`src/rtl/lbr_pkg.sv`:
```
package lbr_pkg;
  typedef enum logic [3:0] {
    ST_IDLE, ST_PHY_RST, ST_SETTLE, ST_CORE_REL, ST_EP_REL,
    ST_RETRAIN, ST_PHY_WAIT, ST_DL_CHECK, ST_DONE, ST_FAIL
  } lbr_state_t;

  localparam int RPL_W = 11;
  localparam int LW_W  = 6;

  // negotiated width codes
  localparam logic [LW_W-1:0] LW_X1 = 6'd1;
  localparam logic [LW_W-1:0] LW_X2 = 6'd2;
  localparam logic [LW_W-1:0] LW_X4 = 6'd4;
  localparam logic [LW_W-1:0] LW_X8 = 6'd8;
endpackage

```
`src/rtl/lbr_replay_sel.sv`:
```
module lbr_replay_sel
  import lbr_pkg::*;
(
  input  logic [LW_W-1:0]  lane_code,
  output logic [RPL_W-1:0] limit
);
  always_comb begin
    case (lane_code)
      LW_X2:   limit = 11'd867;
      LW_X4:   limit = 11'd462;
      LW_X8:   limit = 11'd258;
      LW_X1:   limit = 11'd1677;
      default: limit = 11'd1677;
    endcase
  end
endmodule

```
`src/rtl/lbr_us_timer.sv`:
```
module lbr_us_timer #(
  parameter int CW = 8
) (
  input  logic          clk,
  input  logic          rst,
  input  logic          restart,
  input  logic          us_tick,
  input  logic [CW-1:0] limit,
  output logic          hit
);
  logic [CW-1:0] cnt;

  assign hit = (cnt == limit);

  always_ff @(posedge clk) begin
    if (rst || restart)
      cnt <= '0;
    else if (us_tick && !hit)
      cnt <= cnt + 1'b1;
  end
endmodule

```
`src/rtl/link_bringup_seq.sv`:
```
module link_bringup_seq
  import lbr_pkg::*;
#(
  parameter int SETTLE_US  = 20,
  parameter int RT_POLLS   = 10,
  parameter int RT_GAP_US  = 10,
  parameter int PHY_POLLS  = 1000,
  parameter int PHY_GAP_US = 100,
  parameter int MAX_TRIES  = 5
) (
  input  logic                             clk,
  input  logic                             rst,
  input  logic                             start,
  input  logic                             us_tick,
  input  logic                             retrain_pending,
  input  logic                             phy_link_up,
  input  logic                             dl_up,
  input  logic                             dl_active,
  input  logic [5:0]                       link_width,
  output logic                             phy_rst,
  output logic                             core_rst,
  output logic                             ep_rst,
  output logic                             train_en,
  output logic                             done,
  output logic                             fail,
  output logic [10:0]                      replay_limit,
  output logic [$clog2(MAX_TRIES+1)-1:0]   attempt
);
  localparam int GAP_MAX = (RT_GAP_US > PHY_GAP_US) ? RT_GAP_US : PHY_GAP_US;
  localparam int TMAX    = (SETTLE_US > GAP_MAX) ? SETTLE_US : GAP_MAX;
  localparam int TW      = $clog2(TMAX + 1);
  localparam int PMAX    = (RT_POLLS > PHY_POLLS) ? RT_POLLS : PHY_POLLS;
  localparam int PW      = $clog2(PMAX + 1);
  localparam int AW      = $clog2(MAX_TRIES + 1);

  lbr_state_t state, state_n;
  logic          first;
  logic [PW-1:0] pcnt;
  logic [TW-1:0] tlim;
  logic          thit, trestart;
  logic          poll_now, poll_miss, retry, start_ok, moving;
  logic [RPL_W-1:0] rpl_sel;

  lbr_us_timer #(.CW(TW)) u_timer (
    .clk(clk), .rst(rst), .restart(trestart), .us_tick(us_tick),
    .limit(tlim), .hit(thit)
  );

  lbr_replay_sel u_rpl (.lane_code(link_width), .limit(rpl_sel));

  always_comb begin
    case (state)
      ST_SETTLE:  tlim = TW'(SETTLE_US);
      ST_RETRAIN: tlim = TW'(RT_GAP_US);
      default:    tlim = TW'(PHY_GAP_US);
    endcase
  end

  assign start_ok = start && (state == ST_IDLE || state == ST_DONE || state == ST_FAIL);
  assign poll_now = first || thit;

  always_comb begin
    state_n   = state;
    poll_miss = 1'b0;
    retry     = 1'b0;
    case (state)
      ST_IDLE, ST_DONE, ST_FAIL: if (start) state_n = ST_PHY_RST;
      ST_PHY_RST:  state_n = ST_SETTLE;
      ST_SETTLE:   if (thit) state_n = ST_CORE_REL;
      ST_CORE_REL: state_n = ST_EP_REL;
      ST_EP_REL:   state_n = ST_RETRAIN;
      ST_RETRAIN: begin
        if (poll_now) begin
          // an expired retrain wait is tolerated
          if (!retrain_pending || pcnt == PW'(RT_POLLS - 1)) state_n = ST_PHY_WAIT;
          else poll_miss = 1'b1;
        end
      end
      ST_PHY_WAIT: begin
        if (poll_now) begin
          if (phy_link_up)                        state_n = ST_DL_CHECK;
          else if (pcnt == PW'(PHY_POLLS - 1))    retry   = 1'b1;
          else                                    poll_miss = 1'b1;
        end
      end
      ST_DL_CHECK: begin
        if (dl_up && dl_active) state_n = ST_DONE;
        else                    retry   = 1'b1;
      end
      default: state_n = ST_IDLE;
    endcase
    if (retry) state_n = (attempt == AW'(MAX_TRIES)) ? ST_FAIL : ST_PHY_RST;
  end

  assign moving   = (state_n != state);
  assign trestart = moving || poll_miss;

  always_ff @(posedge clk) begin
    if (rst) begin
      state        <= ST_IDLE;
      first        <= 1'b0;
      pcnt         <= '0;
      attempt      <= '0;
      replay_limit <= '0;
      phy_rst      <= 1'b1;
      core_rst     <= 1'b1;
      ep_rst       <= 1'b1;
      train_en     <= 1'b0;
      done         <= 1'b0;
      fail         <= 1'b0;
    end else begin
      state <= state_n;
      first <= moving;
      if (moving)         pcnt <= '0;
      else if (poll_miss) pcnt <= pcnt + 1'b1;

      if (start_ok)
        attempt <= AW'(1);
      else if (retry && attempt != AW'(MAX_TRIES))
        attempt <= attempt + 1'b1;

      if (start_ok)
        replay_limit <= '0;
      else if (state == ST_DL_CHECK && state_n == ST_DONE)
        replay_limit <= rpl_sel;

      phy_rst  <= state_n inside {ST_IDLE, ST_PHY_RST, ST_FAIL};
      core_rst <= state_n inside {ST_IDLE, ST_PHY_RST, ST_SETTLE, ST_FAIL};
      ep_rst   <= state_n inside {ST_IDLE, ST_PHY_RST, ST_SETTLE, ST_CORE_REL, ST_FAIL};
      train_en <= state_n inside {ST_RETRAIN, ST_PHY_WAIT, ST_DL_CHECK, ST_DONE};
      done     <= (state_n == ST_DONE);
      fail     <= (state_n == ST_FAIL);
    end
  end
endmodule

```
`config.mk`:
```
export PLATFORM = sky130hd
export DESIGN_NAME = link_bringup_seq
export DESIGN_NICKNAME = d
export VERILOG_FILES = /design/src/rtl/lbr_pkg.sv /design/src/rtl/lbr_replay_sel.sv /design/src/rtl/lbr_us_timer.sv /design/src/rtl/link_bringup_seq.sv
export SDC_FILE = /design/constraint.sdc
export NUM_CORES = 1
export LEC_CHECK = 0
export BUFFER_PORTS_ARGS = -buffer_cell sky130_fd_sc_hd__buf_4
export CAP_MARGIN = 20
export CORE_MARGIN = 2
export CORE_UTILIZATION = 30
export DETAILED_ROUTE_END_ITERATION = 12
export GPL_ROUTABILITY_DRIVEN = 0
export GPL_TIMING_DRIVEN = 0
export SETUP_SLACK_MARGIN = 0.3
export SLEW_MARGIN = 0
export SYNTH_ARGS = -nofsm -noshare
export SYNTH_HDL_FRONTEND = slang
export SYNTH_HIERARCHICAL = 1
export SYNTH_SLANG_ARGS = --single-unit
export TNS_END_PERCENT = 50
```
`constraint.sdc`:
```
create_clock -name clk -period 3.3 [get_ports clk]
set_input_delay 0.165 -clock clk [delete_from_list [all_inputs] [get_ports clk]]
set_output_delay 0.165 -clock clk [all_outputs]
set_load 0.02 [all_outputs]
```
# --- After elaboration in Yosys (flattened, before gate mapping) ---
# Cells that the tools add are included.
word_totals:
  regBits: 42
  out_inout_bits: 20
  elab_cells: 90
op_classes:
  add_sub_neg: 3
  n_eq_ne: 26
  n_mux: 25
  n_reduce_logical: 23
op_table:
  columns: ["cell", "n"]
  rows:
  - ["2-to-1 mux 4 bit", 9]
  - ["one-hot mux 11 bit (3 select lines)", 1]
  - ["one-hot mux 4 bit (8 select lines)", 1]
  - ["== test 4 x 3 -> 1 bit, second input constant", 7]
  - ["== test 4 x 2 -> 1 bit, second input constant", 4]
  - ["== test 4 bit, second input constant", 4]
  - ["one-hot mux 7 bit (2 select lines)", 1]
  - ["2-to-1 mux 1 bit", 11]
  - ["adder 10 x 1 -> 10 bit, second input constant", 1]
  - ["== test 10 bit, second input constant", 1]
  - ["== test 10 x 4 -> 1 bit, second input constant", 1]
  - ["== test 4 x 1 -> 1 bit, second input constant", 2]
  - ["logical NOT 4 bit", 2]
  - ["nonzero test 4 bit", 2]
  - ["adder 7 x 1 -> 7 bit, second input constant", 1]
  - ["== test 7 bit", 1]
  - ["== test 6 x 2 -> 1 bit, second input constant", 1]
  - ["== test 6 x 3 -> 1 bit, second input constant", 1]
  - ["== test 6 x 4 -> 1 bit, second input constant", 1]
  - ["logical OR 1 bit", 6]
  - ["logical AND 1 bit", 5]
  - ["nonzero test 5 bit", 1]
  - ["!= test 4 bit", 1]
  - ["one-hot mux 1 bit (2 select lines)", 2]
  - ["other kinds (8)", 10]

# --- Longest topological paths before layout ---
logic_depth:
  depth_word: 10
  depth_mapped: 15
  ltp_nobuf: 14

# --- Modules after synthesis ---
# Netlist, hierarchy kept.
modules_own_cells:
  columns: ["mod", "n_inst", "cells_per_inst", "area_each_um2"]
  rows:
  - ["link_bringup_seq", 1, 191, 1776.7]
  - ["lbr_us_timer", 1, 52, 461.7]
  - ["lbr_replay_sel", 1, 19, 137.6]

# --- Least setup slack after synthesis ---
# OpenSTA, ideal clock, no wires.
synth_path:
  path_kind: "flip-flop to flip-flop"
  from: "register state[3]"
  to: "register u_timer.cnt[1]"
  setup_ps: 72
  arrival_ps: 2849
  required_time_ps: 3228
  slack_ps: 379
  stages_incl_launch_ff: 15
  n_path_buf: 1
  cell_sequence: "dfxtp_1 > buf_6 > or3b_1 > nor2_1 > xor2_1 > nor4_4 > and2_1 > and4bb_2 > o31ai_1 > o211a_1 > o221a_2 > nand2_1 > nor2_1 > nand2_1 > mux2i_1"
synth_between:
  elab_chain_len: 10
synth_rtl:
  columns: ["item", "line_no", "source"]
  rows:
  - ["start: declaration", "link_bringup_seq.sv:36", "lbr_state_t state, state_n;"]
  - ["start signal: assignment", "link_bringup_seq.sv:112", "state <= state_n;"]
  - ["== test 4 x 3 -> 1 bit / == test 4 x 2 -> 1 bit (equally long branches)", "link_bringup_seq.sv:52", "case (state)"]
  - ["one-hot mux 7 bit (2 select lines) (*)", "link_bringup_seq.sv:52", null]
  - ["via tlim[4]", "link_bringup_seq.sv:39", "logic [TW-1:0] tlim;"]
  - ["== test 7 bit (*)", "lbr_us_timer.sv:13", "assign hit = (cnt == limit);"]
  - ["via thit", "link_bringup_seq.sv:40", "logic thit, trestart;"]
  - ["logical OR 1 bit", "link_bringup_seq.sv:60", "assign poll_now = first || thit;"]
  - ["2-to-1 mux 4 bit (tied with other cells)", "link_bringup_seq.sv:80", "if (poll_now) begin"]
  - ["one-hot mux 4 bit (8 select lines) / one-hot mux 1 bit (2 select lines) (equally long branches)", "link_bringup_seq.sv:66", "case (state)"]
  - ["2-to-1 mux 4 bit", "link_bringup_seq.sv:92", "if (retry) state_n = (attempt == AW'(MAX_TRIES)) ? ST_FAIL : ST_PHY_RST;"]
  - ["!= test 4 bit", "link_bringup_seq.sv:95", "assign moving = (state_n != state);"]
  - ["logical OR 1 bit (*)", "link_bringup_seq.sv:96", "assign trestart = moving || poll_miss;"]
  - ["via trestart", "link_bringup_seq.sv:40", null]
  - ["logical OR 1 bit (*)", "lbr_us_timer.sv:16", "if (rst || restart)"]
  - ["end signal: assignment", "lbr_us_timer.sv:19", "cnt <= cnt + 1'b1;"]
  - ["end: declaration", "lbr_us_timer.sv:11", "logic [CW-1:0] cnt;"]
# Mark *: on every way through the listed nets, which the timed path passes. The rest lies on a longest branch.
# A chain may end at the register's enable or synchronous reset.

# --- Final worst setup path ---
layout_path:
  from: "register state[3]"
  to: "register u_timer.cnt[3]"
# Same word-level chain as after synthesis.

==> results.md <==
* Register Area at 843 um2
* Total track usage at 0.116
* Clk slew on worst S/H paths at 0.08 ns
* CTS Sinks at 42
* Combinational Power Share at 0.179
* Final Hold Viols at 0
* PortBufs at 32
* Row Count at 32
* Hold_ws at 0.161 ns
* Avg Cell Area, Syn at 9.07 um2
* TritonCTS buffer count at 5
* R2R setup slack at 0.31 ns
* Fill count at 808
* DRC at 0
* Max Cap Viol at 0
* Vias in the first global route at 1781
* Post-DP HPWL at 3520 um
* Outcome: complete, no violations
* First-pass GRT wire length at 8210 um
* IO Pins at 34
* TritonCTS clock tree: done
* #FFs+latches synth at 42
* Clock latency on the worst-skew pair at 0.29 ns
* Max-slew violations at 0
* Synthesis warning total at 6
* Die width at 93.0 um
* Async SR Flop Fraction at 0
* Leak pwr at 1.15 nW
* Worst Setup Path Type: register to register
* Final period util at 0.906
* Crit-path max FO at 8
* Switching part of the total at 0.266
* Top post-synthesis cells by count: 42 x dfxtp_1, 39 x nor2_1, 21 x nand2_1, 18 x mux2i_1, 13 x xnor2_1
* Via count at 1922
* Root Buffer: clkbuf_8
* P&R area growth vs syn at 28.1%
* F_max at 335 MHz
* Clock skew at 0.0123 ns
* CP Capture Type: register
* Placeable Area at 7690 um2
* H-Tree Depth at 2
* Chip height at 93.0 um
* Synth cell types at 64
* Rel. slew slack at 0.629
* Clock power share at 0.321
* Layout cell share with drive strength beyond 1 at 0.318
* Non-Filler Instances at 413
* # setup viols final at 0
* Worst setup path startpoint: state[3]$_SDFF_PP0_
* CP endpoint: u_timer/cnt[3]$_SDFFE_PP0P_
* Power Density at 346 nW/um2
* Slew @ Worst Pin at 0.549 ns
* Fin area at 3040 um2
* Die Area at 8650 um2
* Inst Count DP at 396
* Worst reg2reg path depth at 14
* Remaining antenna violation count after routing at 0
* Startpoint types: register
* Maximum vdd drop at 242 uV
* Dominant cells by area after synthesis: dfxtp_1 35%, mux2i_1 7.6%, nor2_1 6.2%, xnor2_1 4.8%, nand2_1 3.3%
* Crit-path cells: buf_6 -> or3b_4 -> nor2_4 -> nor2_4 -> xor2_2 -> nor3_4 -> and2_4 -> o21a_1 -> nor3b_4 -> a32oi_2 -> buf_6 -> nand2_8 -> or3_1 -> mux2i_1
* Nets at 329
* Critical Path RT at 3.52 ns
* Multi-input combinational cell area at 1510 um2
* Final worst setup slack at 0.311 ns
* CTS Buffer Depth at 2
* Grt total ovfl at 0
* Delay of the slowest critical-path stage at 0.42 ns
* DR WL/cell at 12.5 um
* Internal at 0.000773 W
* Crit path DAT at 3.21 ns
* Mapped Area at 2380 um2
* FF-to-FF End: u_timer/cnt[3]$_SDFFE_PP0P_
* Seq/Total Area, Yosys at 0.354
* Gate Count Post-Synth at 262
* ANT cells at 0
* RSZ-0062 raised after global routing: true
* Drt pass-1 iters at 4
* Synth Net Count at 281
* Shortest period the worst path allows at 2.99 ns
* Reg power frac at 0.500
* EDFF count, synth at 0
* CP max stage cell: or3b_4
* Psw at 0.000281 W
* Largest net degree at the start of global routing at 13
* Ys flop type: dfxtp_1
* Pre-CTS WS at -0.125 ns
* Share of the synthesized area in the top cell type at 0.354
* Worst hold path class: primary input to register
* Hold-fix buffers at CTS at 0
* Worst r2r src: state[3]$_SDFF_PP0_
* Most common cell in the netlist: dfxtp_1
* DRT Wirelength at 5160 um
* DP Area at 2740 um2
* Vias per inst at 4.65
* Starting Density at 0.309
* Largest area contributor in the netlist: dfxtp_1
* Iter 0 DRT Violations at 40
* Initial antenna violation count at 0
==> cell type report <==
class	instances	area share
clock inverters	1	0.00164
clock buffers	7	0.0284
inverters	7	0.00863
multi-input cells	198	0.498
well taps	102	0.0419
flip-flops and latches	42	0.277
plain buffers	15	0.0436
repair buffers	41	0.101
==> metrics by stage <==
step / utilization / setup TNS, ns / power, W
after global placement: 0.357 / -1.18 / 0.000696
after floorplan: - / 0 / 0.000649
after CTS: 0.385 / 0 / 0.00106
after global routing: 0.396 / 0 / 0.00111
after detailed placement: 0.357 / -0.941 / 0.000697
final: 0.396 / 0 / 0.00105
==> power groups by stage <==
stage / clock network (W) / logic [W] / registers (W)
after floorplan: 0 / 0.000106 / 0.000543
after CTS: 0.000350 / 0.000184 / 0.000527
after global routing: 0.000371 / 0.000207 / 0.000529
final: 0.000339 / 0.000188 / 0.000527
after global placement: 0 / 0.000157 / 0.000539
after detailed placement: 0 / 0.000158 / 0.000539
==> how the worst min path moves through the flow <==
stage          depth (start not counted)  from                   to  slack [ns]
4_1_cts                                2   rst  state[3]$_SDFF_PP0_        0.16
3_3_place_gp                           2   rst  state[3]$_SDFF_PP0_        0.46
2_1_floorplan                          1   rst  state[3]$_SDFF_PP0_        0.24
5_1_grt                                2   rst  state[3]$_SDFF_PP0_        0.18
6_report                               2   rst  state[3]$_SDFF_PP0_        0.16
3_5_place_dp                           2   rst  state[3]$_SDFF_PP0_        0.47
==> placed cells by master (no fill, tap or decap), types with 3 or more instances in the layout <==
master	n
nand3_1	4
buf_6	3
xor2_2	3
clkbuf_8	9
nor4b_1	3
xor2_1	6
mux2i_1	18
ha_1	5
nor3b_1	3
nand2_1	20
or3_1	8
inv_1	7
nor2b_1	3
xnor2_1	13
buf_4	46
nor2_4	3
a21oi_1	8
nor2_1	36
dfxtp_1	40
nor3_1	7
==> per-layer routing <==
layer  vias to the layer above  global-route usage  wire length, um
met5                         -                   0                0
met1                       892               0.156             2500
met2                        20               0.190             2450
li1                       1003                   -                -
met4                         0              0.0294               61
met3                         7              0.0258              146
==> worst max-delay path, delay by kind of cell (launching register included) <==
kind / cells / cell delay [ns]
AO/OA/AOI/OAI: 2 / 0.47
XOR/XNOR: 1 / 0.17
buffers and inverters: 2 / 0.32
flip-flops: 1 / 0.34
multiplexers: 1 / 0.16
AND/OR/NAND/NOR: 8 / 1.46
==> registers in the layout, indices dropped and copies added, names as in the netlist <==
signal	cells
replay_limit	11
attempt	3
phy_rst	1
state	4
ep_rst	1
core_rst	1
train_en	1
fail	1
pcnt	10
first	1
u_timer/cnt	7
done	1
==> cell families (layout without fill, tap and decap cells) <==
kind of cell,count (synthesis),after routing,synth area share
compound gates,34,34,0.112
xor+xnor,22,22,0.0811
fa+ha+maj,5,5,0.0263
buf+inv,22,71,0.0637
flops,42,42,0.354
mux,18,18,0.0758
other cells,2,2,0.00316
simple gates,117,117,0.284
==> repair_timing <==
| action | CTS | global route |
|---|---|---|
| resized for setup | 21 | 9 |
| pin swaps | 7 | 15 |
| endpoints found under the setup margin | 27 | 23 |
| buffers inserted | 4 | 5 |
(Power assumes the default switching activity.)
